File: src/rtl/lp_esc_pkg.sv
package lp_esc_pkg;

   localparam int BYTE_W = 8;
   localparam int BIT_IDX_W = $clog2(BYTE_W);

   // line pair {P, N}
   typedef logic [1:0] line_t;
   localparam line_t LP_00 = 2'b00;
   localparam line_t LP_01 = 2'b01;
   localparam line_t LP_10 = 2'b10;
   localparam line_t LP_11 = 2'b11;

   localparam logic [BYTE_W-1:0] CMD_LPDT = 8'h87;
   localparam logic [2:0] ENTRY_LAST = 3'd4;
   localparam logic [2:0] EXIT_LAST = 3'd2;

   typedef enum logic [2:0] {
      PH_IDLE,
      PH_ENTRY,
      PH_BIT,
      PH_SPACE,
      PH_WAIT,
      PH_EXIT
   } phase_t;

   function automatic line_t entry_sym(input logic [2:0] i);
      case (i)
         3'd0:    return LP_11;
         3'd1:    return LP_10;
         3'd3:    return LP_01;
         default: return LP_00;
      endcase
   endfunction

   function automatic line_t exit_sym(input logic [2:0] i);
      case (i)
         3'd0:    return LP_00;
         3'd1:    return LP_10;
         default: return LP_11;
      endcase
   endfunction

   function automatic line_t bit_sym(input logic b);
      return b ? LP_10 : LP_01;
   endfunction

endpackage

File: src/rtl/lp_hold_timer.sv
module lp_hold_timer #(
   parameter int HOLD_W = 8
) (
   input  logic              clk,
   input  logic              rst_n,
   input  logic              load_i,
   input  logic [HOLD_W-1:0] hold_i,
   output logic              expire_o
);

   localparam logic [HOLD_W-1:0] ONE_H = 1;

   logic [HOLD_W-1:0] cnt_q;
   logic [HOLD_W-1:0] eff;

   assign eff = (hold_i == '0) ? ONE_H : hold_i;

   always_ff @(posedge clk or negedge rst_n) begin
      if (!rst_n)              cnt_q <= ONE_H;
      else if (load_i)         cnt_q <= eff;
      else if (cnt_q > ONE_H)  cnt_q <= cnt_q - ONE_H;
   end

   assign expire_o = (cnt_q == ONE_H);

   // counter never reaches zero, so every state lasts at least one cycle
   a_r6_cnt_nonzero: assert property (@(posedge clk) disable iff (!rst_n)
      cnt_q != '0);

endmodule

File: src/rtl/lp_esc_seq.sv
module lp_esc_seq
   import lp_esc_pkg::*;
#(
   parameter int CNT_W  = 8,
   parameter int HOLD_W = 8,
   parameter int LANE_W = 3
) (
   input  logic              clk,
   input  logic              rst_n,
   input  logic              start_i,
   input  logic [CNT_W-1:0]  byte_count_i,
   input  logic [HOLD_W-1:0] hold_i,
   input  logic [LANE_W-1:0] lane_i,
   input  logic              swap_i,
   input  logic [BYTE_W-1:0] data_i,
   input  logic              valid_i,
   output logic              ready_o,
   input  logic              expire_i,
   output logic              load_o,
   output logic [HOLD_W-1:0] hold_sel_o,
   output line_t             sym_o,
   output logic              active_o,
   output logic              done_o,
   output logic [LANE_W-1:0] lane_o,
   output logic              swap_o
);

   localparam logic [CNT_W-1:0] ONE_C = 1;
   localparam logic [BIT_IDX_W-1:0] LAST_BIT = BIT_IDX_W'(BYTE_W - 1);

   phase_t               state_q, state_d;
   logic [2:0]           idx_q, idx_d;
   logic [CNT_W-1:0]     rem_q, rem_d;
   logic [BYTE_W-1:0]    shr_q, shr_d;
   line_t                sym_q, sym_d;
   logic                 done_q, done_d;
   logic [HOLD_W-1:0]    hold_q;
   logic [LANE_W-1:0]    lane_q;
   logic                 swap_q;
   logic                 load;

   always_comb begin
      state_d = state_q;
      idx_d   = idx_q;
      rem_d   = rem_q;
      shr_d   = shr_q;
      sym_d   = sym_q;
      done_d  = 1'b0;
      load    = 1'b0;
      unique case (state_q)
         PH_IDLE: if (start_i) begin
            state_d = PH_ENTRY;
            idx_d   = 3'd0;
            sym_d   = entry_sym(3'd0);
            shr_d   = CMD_LPDT;
            rem_d   = byte_count_i;
            load    = 1'b1;
         end
         PH_ENTRY: if (expire_i) begin
            load = 1'b1;
            if (idx_q == ENTRY_LAST) begin
               state_d = PH_BIT;
               idx_d   = 3'd0;
               sym_d   = bit_sym(shr_q[0]);
            end else begin
               idx_d = idx_q + 3'd1;
               sym_d = entry_sym(idx_q + 3'd1);
            end
         end
         PH_BIT: if (expire_i) begin
            load    = 1'b1;
            state_d = PH_SPACE;
            sym_d   = LP_00;
         end
         PH_SPACE: if (expire_i) begin
            if (idx_q[BIT_IDX_W-1:0] != LAST_BIT) begin
               load    = 1'b1;
               state_d = PH_BIT;
               idx_d   = idx_q + 3'd1;
               sym_d   = bit_sym(shr_q[idx_q + 3'd1]);
            end else if (rem_q != '0) begin
               state_d = PH_WAIT;
            end else begin
               load    = 1'b1;
               state_d = PH_EXIT;
               idx_d   = 3'd0;
               sym_d   = exit_sym(3'd0);
            end
         end
         PH_WAIT: if (valid_i) begin
            load    = 1'b1;
            state_d = PH_BIT;
            idx_d   = 3'd0;
            shr_d   = data_i;
            rem_d   = rem_q - ONE_C;
            sym_d   = bit_sym(data_i[0]);
         end
         PH_EXIT: if (expire_i) begin
            if (idx_q == EXIT_LAST) begin
               state_d = PH_IDLE;
               sym_d   = LP_00;
               done_d  = 1'b1;
            end else begin
               load  = 1'b1;
               idx_d = idx_q + 3'd1;
               sym_d = exit_sym(idx_q + 3'd1);
            end
         end
         default: state_d = PH_IDLE;
      endcase
   end

   always_ff @(posedge clk or negedge rst_n) begin
      if (!rst_n) begin
         state_q <= PH_IDLE;
         idx_q   <= '0;
         rem_q   <= '0;
         shr_q   <= '0;
         sym_q   <= LP_00;
         done_q  <= 1'b0;
         hold_q  <= '0;
         lane_q  <= '0;
         swap_q  <= 1'b0;
      end else begin
         state_q <= state_d;
         idx_q   <= idx_d;
         rem_q   <= rem_d;
         shr_q   <= shr_d;
         sym_q   <= sym_d;
         done_q  <= done_d;
         if (state_q == PH_IDLE && start_i) begin
            hold_q <= hold_i;
            lane_q <= lane_i;
            swap_q <= swap_i;
         end
      end
   end

   assign hold_sel_o = (state_q == PH_IDLE) ? hold_i : hold_q;
   assign load_o     = load;
   assign sym_o      = sym_q;
   assign active_o   = (state_q != PH_IDLE);
   assign done_o     = done_q;
   assign ready_o    = (state_q == PH_WAIT);
   assign lane_o     = lane_q;
   assign swap_o     = swap_q;

   // ready is only offered while the line sits at LP-00
   a_r4_ready_at_space: assert property (@(posedge clk) disable iff (!rst_n)
      ready_o |-> (sym_q == LP_00));

   // line state moves only when the hold timer expires
   a_r6_hold_respected: assert property (@(posedge clk) disable iff (!rst_n)
      (active_o && state_q != PH_WAIT && !expire_i) |=> $stable(sym_q));

   // done marks the cycle right after the last active cycle
   a_r5_done_at_end: assert property (@(posedge clk) disable iff (!rst_n)
      done_q |-> (!active_o && $past(active_o)));

   // settings stay frozen while a packet runs
   a_r10_settings_frozen: assert property (@(posedge clk) disable iff (!rst_n)
      (active_o && $past(active_o)) |-> ($stable(lane_q) && $stable(swap_q) && $stable(hold_q)));

endmodule

File: src/rtl/lp_lane_map.sv
module lp_lane_map
   import lp_esc_pkg::*;
#(
   parameter int NUM_LANES = 5,
   parameter int LANE_W    = 3
) (
   input  logic                 clk,
   input  logic                 rst_n,
   input  line_t                sym_i,
   input  logic                 swap_i,
   input  logic [LANE_W-1:0]    lane_i,
   input  logic                 active_i,
   output logic [NUM_LANES-1:0] ovr_p_o,
   output logic [NUM_LANES-1:0] ovr_n_o,
   output logic                 ovr_en_o
);

   line_t line;

   // swap only exchanges the two unequal states; equal pairs are symmetric
   assign line = swap_i ? {sym_i[0], sym_i[1]} : sym_i;

   for (genvar k = 0; k < NUM_LANES; k++) begin : g_lane
      logic sel;
      assign sel        = active_i && (lane_i == LANE_W'(k));
      assign ovr_p_o[k] = sel && line[1];
      assign ovr_n_o[k] = sel && line[0];
   end

   assign ovr_en_o = active_i;

   // at most one lane carries the pattern
   a_r8_single_lane: assert property (@(posedge clk) disable iff (!rst_n)
      $onehot0(ovr_p_o) && $onehot0(ovr_n_o));

   // released overrides read as zero
   a_r1_release_zero: assert property (@(posedge clk) disable iff (!rst_n)
      !ovr_en_o |-> (ovr_p_o == '0 && ovr_n_o == '0));

endmodule

File: src/rtl/lp_esc_tx.sv
module lp_esc_tx
   import lp_esc_pkg::*;
#(
   parameter int NUM_LANES = 5,
   parameter int CNT_W     = 8,
   parameter int HOLD_W    = 8,
   parameter int LANE_W    = (NUM_LANES > 1) ? $clog2(NUM_LANES) : 1
) (
   input  logic                 clk,
   input  logic                 rst_n,
   input  logic                 start_i,
   input  logic [CNT_W-1:0]     byte_count_i,
   input  logic [HOLD_W-1:0]    hold_i,
   input  logic [LANE_W-1:0]    lane_i,
   input  logic                 pn_swap_i,
   input  logic [7:0]           data_i,
   input  logic                 data_valid_i,
   output logic                 data_ready_o,
   output logic [NUM_LANES-1:0] ovr_p_o,
   output logic [NUM_LANES-1:0] ovr_n_o,
   output logic                 ovr_en_o,
   output logic                 busy_o,
   output logic                 done_o
);

   if (NUM_LANES < 1 || NUM_LANES > 32) begin : g_bad_lanes
      $error("lp_esc_tx: NUM_LANES out of range");
   end
   if (HOLD_W < 1 || CNT_W < 1) begin : g_bad_width
      $error("lp_esc_tx: counter widths must be positive");
   end
   if ((1 << LANE_W) < NUM_LANES) begin : g_bad_lane_w
      $error("lp_esc_tx: LANE_W too narrow for NUM_LANES");
   end

   logic              expire;
   logic              load;
   logic [HOLD_W-1:0] hold_sel;
   line_t             sym;
   logic              active;
   logic [LANE_W-1:0] lane_q;
   logic              swap_q;

   lp_hold_timer #(.HOLD_W(HOLD_W)) u_timer (
      .clk      (clk),
      .rst_n    (rst_n),
      .load_i   (load),
      .hold_i   (hold_sel),
      .expire_o (expire)
   );

   lp_esc_seq #(.CNT_W(CNT_W), .HOLD_W(HOLD_W), .LANE_W(LANE_W)) u_seq (
      .clk          (clk),
      .rst_n        (rst_n),
      .start_i      (start_i),
      .byte_count_i (byte_count_i),
      .hold_i       (hold_i),
      .lane_i       (lane_i),
      .swap_i       (pn_swap_i),
      .data_i       (data_i),
      .valid_i      (data_valid_i),
      .ready_o      (data_ready_o),
      .expire_i     (expire),
      .load_o       (load),
      .hold_sel_o   (hold_sel),
      .sym_o        (sym),
      .active_o     (active),
      .done_o       (done_o),
      .lane_o       (lane_q),
      .swap_o       (swap_q)
   );

   lp_lane_map #(.NUM_LANES(NUM_LANES), .LANE_W(LANE_W)) u_map (
      .clk      (clk),
      .rst_n    (rst_n),
      .sym_i    (sym),
      .swap_i   (swap_q),
      .lane_i   (lane_q),
      .active_i (active),
      .ovr_p_o  (ovr_p_o),
      .ovr_n_o  (ovr_n_o),
      .ovr_en_o (ovr_en_o)
   );

   assign busy_o = active;

   // a payload request never coexists with an idle block
   a_r9_ready_only_busy: assert property (@(posedge clk) disable iff (!rst_n)
      data_ready_o |-> busy_o);

endmodule

File: config.mk
export PLATFORM = sky130hd
export DESIGN_NAME = lp_esc_tx
export DESIGN_NICKNAME = d
export VERILOG_FILES = /design/src/rtl/lp_esc_pkg.sv /design/src/rtl/lp_hold_timer.sv /design/src/rtl/lp_esc_seq.sv /design/src/rtl/lp_lane_map.sv /design/src/rtl/lp_esc_tx.sv
export SDC_FILE = /design/constraint.sdc
export NUM_CORES = 1
export LEC_CHECK = 0
export ABC_CLOCK_PERIOD_IN_PS = 4400
export BUFFER_PORTS_ARGS = -buffer_cell sky130_fd_sc_hd__buf_4
export CAP_MARGIN = 5
export CORE_ASPECT_RATIO = 1.5
export CORE_MARGIN = 2
export CORE_UTILIZATION = 53
export DETAILED_ROUTE_END_ITERATION = 8
export GPL_TIMING_DRIVEN = 0
export PLACE_DENSITY = 0.81
export SYNTH_ARGS = -nofsm -noshare
export SYNTH_HDL_FRONTEND = slang
export SYNTH_SLANG_ARGS = --single-unit
File: constraint.sdc
create_clock -name clk -period 4.4 [get_ports clk]
set_clock_uncertainty 0.05 [all_clocks]
set_input_delay 0.66 -clock clk [delete_from_list [all_inputs] [get_ports clk]]
set_output_delay 0.66 -clock clk [all_outputs]
set_load 0.05 [all_outputs]
==> flow_summary.yaml <==
die:
  rows: 33
  dieArea_um2: 6200
  die_w_um: 64.9
  start_util_pct: 54.6
  pin_count: 46
  die_h_um: 95.4
  placeableCoreArea_um2: 5410
pwr:
  p_leak_uw: 0.00154
  ir_drop_v: 0.000347
  powerDensity_nw_per_um2: 547
synth:
  synth-edff-count: 0
  yosysUniqueCellTypes: 59
  syn_area_um2: 2950
  synthMuxAreaShare_pct: 16.0
  syn-num-nets: 359
  synth_top_family_by_area: "simple AND/OR/NAND/NOR gates"
  synthArstFlopShare_pct: 100
  synth_compound_area_share_pct: 14.7
  synth_fa_ha_area_share_pct: 4.24
  yosysWarningCount: 0
  syn_inst: 317
  syn_avg_cell_area_um2: 9.31
  yosys.area_share.simple_pct: 22.2
  synth-xor-area-share_pct: 0.297
  synthFlopType: "dfrtp_1"
  synth_seq_cells: 45
  synth-seq-area-share_pct: 38.2
sta:
  slew_headroom_pct: 57.4
  min_period_over_period_pct: 72.6
  totalNegativeSetupSlack_ns: 0
  setup_viol_count_final: 0
  slew_viol_final: 0
  fin_crit_ns: 3.19
  fmax_mhz: 313
  rsz0062_at_grt: "false"
  timing.final.hold_violations: 0
  tightest_slew_ns: 0.639
clock_network:
  cts.htree.levels: 2
  clockBufferDepth: 2
  cts_tree: "built"
  post_cts_resize_count: 0
  cts_hold_buf: 0
  cts_inserted_buffers: 5
  insertion_delay_ns: 0.30
  clk_pin_slew_ns: 0.08
  cts-root-buf: "clkbuf_8"
  cts_setup_buffers: 0
  clock-sinks: 45
finish:
  drive_above_1_share_pct: 24.3
  final_core_util_pct: 64.0
  antenna_cells: 0
  syn_to_final_growth_pct: 17.2
  fin_nets: 411
drt:
  routed_via_density: 5.87
  drc_errors: 0
  wirelength_mm: 6.82
  wire_per_inst_um: 15.5
  ant_nets: 0
  drt_iter0_markers: 128
  dr.pass1.iters: 4
  vias: 2583
setup_path:
  rr_endpoint: "u_timer.cnt_q[0]$_DFFE_PN1P_"
  reg2reg_depth: 7
  critPathBufInv: 5
  worstSetupStartpointType: "flop"
  cpPeakStageDelay_ns: 0.45
  worstPathCellList: "buf_2, buf_1, nand2_1, inv_1, clkbuf_1, buf_4"
  critPathKind: "flop to output port"
  setup.worst_path.end_class: "output port"
  cp.arrival_ns: 2.48
  crit_required_ns: 3.69
  r2r_start: "u_seq.rem_q[0]$_DFFE_PN0P_"
  crit_fanout: 10
  cp_slowest_cell: "dfrtp_1"
  cp_top_family: "buffers and inverters"
  cp-startpoint: "u_seq.state_q[2]$_DFFE_PN0P_"
  r2r_slack_ns: 1.69
worst_hold_path:
  hold_path_class: "input port to async pin"
global_routing:
  grt_pass1_vias: 2563
  grt_antenna_before_repair: 0
  grt_use_total_pct: 23.7
  grt_max_degree: 46
  gr-total-overflow: 0
  grt_first_pass_wirelength_mm: 11.3
placement:
  globalplace.congestion: 0.863
  place_hpwl_mm: 5.22
  port_buffers: 45
flow_run:
  maxCapViolations: 0
outcome:
  outcome: "complete, no violations"
## layout make-up
type / instances / area [um^2]
Sequential cell: 45 / 1130
Clock buffer: 6 / 72.6
Multi-Input combinational cell: 241 / 1700
Buffer: 17 / 75.1
Clock inverter: 2 / 10.0
Inverter: 14 / 52.6
Tap cell: 70 / 87.6
Fill cell: 473 / 1950
Timing Repair Buffer: 45 / 338
## sequential cells by signal (all words and copies together), names as in the netlist
register and count:
u_seq.idx_q 3, u_seq.done_o 1, u_seq.rem_q 8, u_seq.state_q 3, u_seq.hold_q 8, u_seq.shr_q 8
u_seq.lane_o 3, u_seq.sym_o 2, u_seq.swap_o 1, u_timer.cnt_q 8
## worst reg2reg max path, stage by stage (launching register included)
cell and delay (ns):
dfrtp_1 0.41, inv_1 0.11, ha_1 0.20, or3b_4 0.42, nor4b_4 0.33, o211ai_2 0.14
a221oi_4 0.62, mux2_4 0.36
## worst max-delay path by stage
stage                    to  slack [ns]  cells after the start
2_1_floorplan    ovr_n_o[0]        1.19                      6
3_3_place_gp   data_ready_o        1.57                      6
3_5_place_dp   data_ready_o        1.55                      6
4_1_cts        data_ready_o        1.22                      6
5_1_grt        data_ready_o        0.96                      6
6_report       data_ready_o        1.21                      6
## per-stage QoR
step	area [um^2]	hold slack (ns)	power, uW	worst slack, ns	std cells
6_report	3460	0.303	1890	1.21	440
2_1_floorplan	2950	0.314	1400	1.19	317
4_1_cts	3460	0.322	1900	1.22	440
5_1_grt	3460	0.348	2030	0.963	440
3_3_place_gp	3380	0.399	1600	1.57	432
3_5_place_dp	3380	0.406	1640	1.55	432
## where the power goes
group	internal, uW	switching (uW)
registers	569	146
clock network	110	143
logic	408	517
total	1090	806
## logic make-up (layout without fill, tap and decap cells)
group,after synthesis,count (layout)
simple gates,125,125
compound gates,61,61
flops,45,45
mux,44,44
buf+inv,31,84
fa+ha+maj,10,10
xor+xnor,1,1
## routing by layer
metal	GRT usage [%]	up-vias	part of all wire, %
met2	46.0	71	56
met5	0	-	0
li1	-	1257	-
met3	2.83	19	3.2
met1	24.6	1236	37
met4	11.3	0	3.2
## placed cells by master, fill, tap and decap left out, drive strengths merged, types with 3 or more instances in the layout
master / Yosys / routed
buf: 5 / 50
dfrtp: 44 / 44
nor2: 30 / 30
nand2: 26 / 26
mux2: 23 / 23
mux2i: 21 / 21
a21oi: 18 / 18
clkbuf: 12 / 18
nor3: 17 / 17
nand3: 14 / 14
inv: 14 / 14
o21ai: 13 / 13
ha: 10 / 10
nor4: 7 / 7
nand2b: 5 / 5
nand3b: 5 / 5
o22ai: 4 / 4
o211ai: 4 / 4
or3: 3 / 3
nor2b: 3 / 3
o21a: 3 / 3
## cell usage after synthesis (all sizes together) (3+ instances only)
cell type | instances | area share, %
nor2 | 30 | 3.8
nand3b | 5 | 1.3
o21ai | 13 | 2.6
ha | 10 | 4.2
mux2i | 21 | 7.1
or3 | 3 | 0.64
nand3 | 14 | 2.4
nor4 | 7 | 1.7
nand2b | 5 | 1.1
o21a | 3 | 0.76
nand2 | 26 | 3.3
clkbuf | 12 | 1.7
o22ai | 4 | 0.85
inv | 14 | 1.8
o211ai | 4 | 1.2
nor2b | 3 | 0.64
buf | 5 | 0.89
nor3 | 17 | 2.9
mux2 | 23 | 8.9
dfrtp | 44 | 37
a21oi | 18 | 3.1
No activity file was read; power rests on OpenSTA's default activity.
